--- src/rtl/strip_pkg.sv ---
package strip_pkg;
  typedef enum logic [1:0] {
    HIST_OTHER = 2'd0,
    HIST_SYN1  = 2'd1,
    HIST_DLE   = 2'd2
  } hist_e;

  localparam int unsigned NPAT     = 3;
  localparam int unsigned PAT_SYN1 = 0;
  localparam int unsigned PAT_SYN2 = 1;
  localparam int unsigned PAT_DLE  = 2;
  localparam logic [1:0]  SUB_STRIP = 2'b01;
endpackage

--- src/rtl/strip_match.sv ---
module strip_match
  import strip_pkg::*;
#(
  parameter int unsigned W = 8
) (
  input  logic [W-1:0]    data_i,
  input  logic [W-1:0]    syn1_i,
  input  logic [W-1:0]    syn2_i,
  input  logic [W-1:0]    dle_i,
  output logic [NPAT-1:0] hit_o
);
  logic [W-1:0] pat [NPAT];

  assign pat[PAT_SYN1] = syn1_i;
  assign pat[PAT_SYN2] = syn2_i;
  assign pat[PAT_DLE]  = dle_i;

  for (genvar g = 0; g < NPAT; g++) begin : g_cmp
    assign hit_o[g] = (data_i == pat[g]);
  end
endmodule

--- src/rtl/strip_decide.sv ---
module strip_decide
  import strip_pkg::*;
(
  input  logic [NPAT-1:0] hit_i,
  input  hist_e           prev_i,
  input  logic            transparent_i,
  input  logic            single_syn_i,
  input  logic            strip_act_i,
  output logic            drop_o,
  output hist_e           next_o
);
  logic is_syn1, is_syn2, is_dle, drop_raw;

  assign is_syn1 = hit_i[PAT_SYN1];
  assign is_syn2 = hit_i[PAT_SYN2];
  assign is_dle  = hit_i[PAT_DLE];

  always_comb begin
    drop_raw = 1'b0;
    next_o   = HIST_OTHER;
    if (transparent_i) begin
      if (is_dle) begin
        // second escape of a pair is data and closes the pair
        if (prev_i == HIST_DLE) begin
          drop_raw = 1'b0;
          next_o   = HIST_OTHER;
        end else begin
          drop_raw = 1'b1;
          next_o   = HIST_DLE;
        end
      end else if (is_syn1) begin
        drop_raw = (prev_i == HIST_DLE);
        next_o   = HIST_SYN1;
      end
    end else begin
      next_o   = is_syn1 ? HIST_SYN1 : HIST_OTHER;
      drop_raw = is_syn1 | (!single_syn_i && is_syn2 && prev_i == HIST_SYN1);
    end
  end

  assign drop_o = strip_act_i & drop_raw;
endmodule

--- src/rtl/strip_history.sv ---
module strip_history
  import strip_pkg::*;
(
  input  logic  clk_i,
  input  logic  rst_ni,
  input  logic  clear_i,
  input  logic  adv_i,
  input  hist_e next_i,
  output hist_e prev_o
);
  always_ff @(posedge clk_i or negedge rst_ni) begin
    if (!rst_ni)      prev_o <= HIST_OTHER;
    else if (clear_i) prev_o <= HIST_OTHER;
    else if (adv_i)   prev_o <= next_i;
  end
endmodule

--- src/rtl/rx_char_stripper.sv ---
module rx_char_stripper
  import strip_pkg::*;
#(
  parameter int unsigned W = 8
) (
  input  logic         clk_i,
  input  logic         rst_ni,
  input  logic         restart_i,
  input  logic         char_valid_i,
  input  logic [W-1:0] char_data_i,
  input  logic [W-1:0] syn1_i,
  input  logic [W-1:0] syn2_i,
  input  logic [W-1:0] dle_i,
  input  logic         sync_mode_i,
  input  logic [1:0]   submode_i,
  input  logic [1:0]   mode_i,
  output logic         hr_wr_o,
  output logic [W-1:0] hr_data_o,
  output logic         syn_det_o,
  output logic         dle_det_o
);
  logic [NPAT-1:0] hit;
  hist_e           prev, next;
  logic            drop, strip_act, transparent, accept;

  assign strip_act   = sync_mode_i && (submode_i == SUB_STRIP);
  assign transparent = mode_i[0];
  assign accept      = char_valid_i && !restart_i;

  strip_match #(.W(W)) u_match (
    .data_i (char_data_i),
    .syn1_i (syn1_i),
    .syn2_i (syn2_i),
    .dle_i  (dle_i),
    .hit_o  (hit)
  );

  strip_decide u_decide (
    .hit_i         (hit),
    .prev_i        (prev),
    .transparent_i (transparent),
    .single_syn_i  (mode_i[1]),
    .strip_act_i   (strip_act),
    .drop_o        (drop),
    .next_o        (next)
  );

  strip_history u_hist (
    .clk_i   (clk_i),
    .rst_ni  (rst_ni),
    .clear_i (restart_i),
    .adv_i   (accept),
    .next_i  (next),
    .prev_o  (prev)
  );

  always_ff @(posedge clk_i or negedge rst_ni) begin
    if (!rst_ni) begin
      hr_wr_o   <= 1'b0;
      hr_data_o <= '0;
      syn_det_o <= 1'b0;
      dle_det_o <= 1'b0;
    end else begin
      hr_wr_o   <= accept && !drop;
      syn_det_o <= accept && hit[PAT_SYN1];
      dle_det_o <= accept && transparent && hit[PAT_DLE];
      if (accept && !drop) hr_data_o <= char_data_i;
    end
  end
endmodule

--- config.mk ---
export PLATFORM = sky130hd
export DESIGN_NAME = rx_char_stripper
export DESIGN_NICKNAME = d
export VERILOG_FILES = /design/src/rtl/strip_pkg.sv /design/src/rtl/strip_match.sv /design/src/rtl/strip_decide.sv /design/src/rtl/strip_history.sv /design/src/rtl/rx_char_stripper.sv
export SDC_FILE = /design/constraint.sdc
export NUM_CORES = 1
export LEC_CHECK = 0
export ABC_AREA = 1
export BUFFER_PORTS_ARGS = -buffer_cell sky130_fd_sc_hd__buf_4
export CORE_MARGIN = 5
export CORE_UTILIZATION = 47
export CTS_CLUSTER_SIZE = 8
export DETAILED_ROUTE_END_ITERATION = 10
export PLACE_DENSITY = 0.91
export SYNTH_ARGS = -nofsm -noshare
export SYNTH_HDL_FRONTEND = slang
export SYNTH_SLANG_ARGS = --single-unit
--- constraint.sdc ---
create_clock -name clk_i -period 2.3 [get_ports clk_i]
set_clock_uncertainty 0.2 [all_clocks]
set_input_delay 0.46 -clock clk_i [delete_from_list [all_inputs] [get_ports clk_i]]
set_output_delay 0.46 -clock clk_i [all_outputs]
set_load 0.01 [all_outputs]
After elaboration in Yosys (flattened, before gate mapping) --
Cells that the tools add are included. Widths: inputs -> output; s select.
Cells by class: mux-type cells 10, equal/unequal tests 6, reductions and logical operators 12, bitwise logic cells 2
Operator list (number):
- $eq 8x8->1 | 3
- $mux 2 | 5
- $logic_and 1x1->1 | 8
- $mux 1 | 5
- $eq 2x1->1 const B | 2
- $logic_not 1->1 | 3
- $eq 2x2->1 const B | 1
- $reduce_bool 2->1 | 1
- $and 1x1->1 | 1
- $or 1x1->1 | 1
Storage, ports and cells: output and inout port bits 11, input port bits 41, register bits 13, logic and storage cells 35

Logic depth before layout (Yosys ltp) --
word-level depth 8, gate-level depth with buffers 13, mapped depth without buffers 13

Modules after synthesis --
From an unflattened synthesis, not the netlist that was laid out.
Second synthesis, totals: cells, all modules 202, area total of the unflattened synthesis 1088.5 sq um
By module, submodules not included:
- strip_match | cells each 125, sequential area each 0.0 sq um, times used 1, area each 469.2 sq um
- rx_char_stripper | cells each 48, sequential area each 275.3 sq um, times used 1, area each 455.4 sq um
- strip_history | cells each 10, sequential area each 50.0 sq um, times used 1, area each 85.1 sq um
- strip_decide | cells each 19, sequential area each 0.0 sq um, times used 1, area each 78.8 sq um

Worst setup path before layout --
No wires, ideal clock.
path type in2reg, start point input char_data_i[0], end point register hr_data_o[0], setup time 0.117 ns, arrival 1.347 ns, data required time 1.983 ns, path slack 0.636 ns, stages on the path 12, path through inv_1 nand2_1 nand2_1 nand2_1 nor2_1 nand2_1 nand3_1 nand2_2 nand2_4 nand2_8 nand2_1 nand2_1
Between the ends: cells in the longest elaborated chain, start to end 8, elaborated cells between the ends (all ways) 12, those cells by class 3 x eq/ne; 3 x mux; 2 x bitwise; 4 x reduce/logical
Ends and longest elaborated chain:
- from (decl) | line rx_char_stripper.sv:10 | input logic [W-1:0] char_data_i,
- $eq 8x8->1 | line strip_match.sv:19 | assign hit_o[g] = (data_i == pat[g]);
- $logic_and 1x1->1 (2 in series) | line strip_decide.sv:37 | drop_raw = is_syn1 | (!single_syn_i && is_syn2 && prev_i == HIST_SYN1);
- $or 1x1->1 | line strip_decide.sv:37
- $mux 1 | line strip_decide.sv:21 | if (transparent_i) begin
- $and 1x1->1 | line strip_decide.sv:41 | assign drop_o = strip_act_i & drop_raw;
- $logic_not 1->1 | line rx_char_stripper.sv:67 | if (accept && !drop) hr_data_o <= char_data_i;
- $logic_and 1x1->1 | line rx_char_stripper.sv:67
- to (signal assigned) | line rx_char_stripper.sv:67
- to (decl) | line rx_char_stripper.sv:18 | output logic [W-1:0] hr_data_o,
Several ways; a longest one is shown, not always the timed one. A chain may end at the register's enable or synchronous reset.

Worst setup path in the final report --
start point input char_data_i[0], end point register hr_data_o[6]
Between the ends: cells in the longest elaborated chain, start to end 8, elaborated cells between the ends (all ways) 12, those cells by class 3 x eq/ne; 3 x mux; 2 x bitwise; 4 x reduce/logical
Ends and longest elaborated chain (line):
- $eq 8x8->1 | strip_match.sv:19
- $logic_and 1x1->1 (2 in series) | strip_decide.sv:37
- $or 1x1->1 | strip_decide.sv:37
- $mux 1 (*) | strip_decide.sv:21
- $and 1x1->1 (*) | strip_decide.sv:41
- $logic_not 1->1 (*) | rx_char_stripper.sv:67
- $logic_and 1x1->1 (*) | rx_char_stripper.sv:67
Mark *: on every way between the ends. The rest lies on a longest branch, timed or not.

==> results.md <==
* Status: finished clean
* Pwr/cell area at 418 nW/um^2
* Final Cell Area at 1430 sq um
* Yosys top cell by area: dfrtp_1
* Fillers at 169
* Die X at 55.5 um
* Syn Inst Count at 148
* Root Driver: clkbuf_4
* Clk sinks at 13
* Crit path capture type: flip-flop
* Die Ht at 55.5 um
* Post-layout power at 0.600 mW
* Layer with the highest usage: met2
* Crit Path Class: primary input to flip-flop
* Slew HR at 87.7%
* Clock-pin slew on the worst setup and hold paths at 0.07 ns
* Synth top area share at 33.4%
* CP Launch Type: primary input
* Max Cap Viol at 0
* Drt initial violations at 14
* CORE AREA at 1960 sq um
* Die area at 3080 sq um
* Final hold violations at 0
* Worst min-delay path class: primary input to flip-flop
* Number of diodes at 0
* Sequential area share after synthesis at 33.4%
* # rows at 16
* Setup TNS at 0 ns
* Netlist cell types at 15
* Largest net degree at the start of global routing at 14
* Met1 Use GR at 18.9%
* Final net count at 247
* DR vias at 1075
* Slew Limit Fails at 0
* Total GRT Usage at 17.7%
* Largest fanout on the critical path at 9
* Core Util, Final at 73.1%
* Final Critical Period at 1.69 ns
* CP max stage delay at 0.17 ns
* DP Area at 1400 sq um
* GR Util met2 at 33.1%
* Worst Hold Depth at 3
* CTS tree: built
* Reg2Reg Depth at 9
* Seq cells post-synth at 13
* Syn Area/Cell at 6.58 sq um
* Placer Congestion at 0.814
* Post-DP HPWL at 2320 um
* Post-CTS Setup Bufs at 0
* Vias in the first global route at 1094
* Final WS setup at 0.608 ns
* Vias per cell at 4.63
* Worst-skew pair later-pin latency at 0.27 ns
* IO Pins at 52
* DP Worst Slack at 0.333 ns
* Max Root-Sink Buffers at 2
* Overflow after GRT at 0
* Critical path's most frequent cell: nand2_1
* DRC violations left at 0
* Fmax at 0.591 GHz
* Synth area leaders: dfrtp_1, nand2_1, xnor2_1, inv_1, nand3_1
* CP max stage cell: nor2_1
* 1st-pass router iterations at 3
* Ys Warns at 0
* RSZ-0062 raised after global routing: false
* Starting density of the core at 49.6%
* H-tree lvl count at 1
* CP arrival at 1.65 ns
* Final setup viols at 0
* Global-route wire length before repair at 4540 um
* Layout cells sized above 1 at 34.1%
* Leak pwr at 0.826 nW
* Syn nets at 189
* Worst slew pin tran at 0.184 ns
* Met3 Resource Use GR at 4.43%
* Wire length per cell at 11.2 um
* Post-Route WL at 2600 um
* Final period utilization at 73.6%
* Detail Route Antenna Nets at 0
* Port buffer count at 51
* Post-Syn Area at 973 sq um
* Critical path data required time at 2.26 ns
* Antenna violations before repair at 0
* Num CTS Buffers at 3
* Max IR drop VDD at 0.285 mV
* Crit-path cells: buf_4 > inv_1 > nand2_1 > nand2_1 > nand2_1 > nor2_1 > nand2_1 > nand3_1 > nand2_2 > nand2_4 > nand2_8 > nand2_1 > nand2_1
* Syn-to-layout area delta at 47.3%
-- final cells by class --
| cell class | instances | area [sq um] | share of cell area [%] |
|---|---|---|---|
| clock buffer | 4 | 26.3 | 1.83 |
| tap | 27 | 33.8 | 2.36 |
| multi-input combinational | 110 | 554 | 38.7 |
| timing repair buffer | 53 | 400 | 27.9 |
| inverter | 25 | 93.8 | 6.54 |
| sequential | 13 | 325 | 22.7 |
-- synth_stat cells (all sizes together) --
library cell,instances
dfrtp,13
inv,25
nand2,62
nand3,13
nand3b,1
nor2,16
nor3,1
o21ai,3
or2,1
xnor2,13
-- final timing paths --
check	from	to	slack [ns]
worst max-delay path	char_data_i[0]	hr_data_o[6]	0.61
worst min-delay path	char_data_i[0]	hr_data_o[0]	0.27
worst max register to register	u_hist.prev_o[1]	hr_data_o[6]	0.67
worst min register to register	hr_data_o[7]	hr_data_o[7]	0.28
max in group asynchronous	rst_ni	hr_data_o[1]	1.40
min in group asynchronous	rst_ni	hr_data_o[2]	0.35
-- kinds of logic (layout without fill, tap and decap cells) --
| family | after synthesis | in the layout | synth area share [%] |
|---|---|---|---|
| xor gates and xnor gates | 13 | 13 | 11.7 |
| AOI/OAI and AO/OA | 3 | 3 | 1.54 |
| DFF | 13 | 13 | 33.4 |
| buffers and inverters | 25 | 82 | 9.64 |
| and+or+nand+nor | 94 | 94 | 43.7 |
-- flip-flops by register name, indices dropped and copies added, names as in the netlist --
register	count
hr_data_o	8
u_hist.prev_o	2
dle_det_o	1
hr_wr_o	1
syn_det_o	1
-- where the power goes --
group	total (mW)	switching [mW]	internal [mW]
Combinational	0.208	0.0959	0.112
Sequential	0.259	0.0112	0.248
Clock	0.133	0.0654	0.0672
Total	0.600	0.172	0.427
-- cell usage in the layout, fill, tap and decap left out --
cell type      Yosys  layout
clkbuf_1           0       1
nand2_2            5       5
dfrtp_1           13      13
o21ai_0            3       3
clkbuf_4           0       3
or2_2              1       1
dlygate4sd3_1      0       1
nand2_4            1       1
inv_2              2       2
nand2_8            1       1
nor2_1            11      11
xnor2_1           13      13
nand2_1           55      55
nor2_2             5       5
nor3_1             1       1
nand3_1           13      13
inv_1             23      23
buf_4              0      52
nand3b_1           1       1
-- repair_timing --
| item | 4_1_cts | 5_1_grt |
|---|---|---|
| setup endpoints to repair | 0 | 0 |
| hold buffers | 1 | 0 |
| hold endpoints to repair | 13 | 0 |
| gates resized for setup | 0 | 0 |
-- per-stage QoR --
stage / cells / hold WS [ns]
floorplan: 148 / -0.0356
global placement: 227 / 0.103
detailed placement: 227 / 0.109
CTS: 232 / 0.263
global route: 232 / 0.267
finish: 232 / 0.272
-- worst max-delay path, delay by kind of cell --
family / cells / cell delay [ns]
AND/OR/NAND/NOR: 11 / 0.96
buffers and inverters: 2 / 0.22
-- metal layers --
metal / share of wire [%] / up-vias
met5: 0 / -
met4: 2.1 / 0
met3: 6.2 / 6
met2: 53 / 38
met1: 38 / 480
li1: - / 551
No activity file was read; power rests on OpenSTA's default activity.
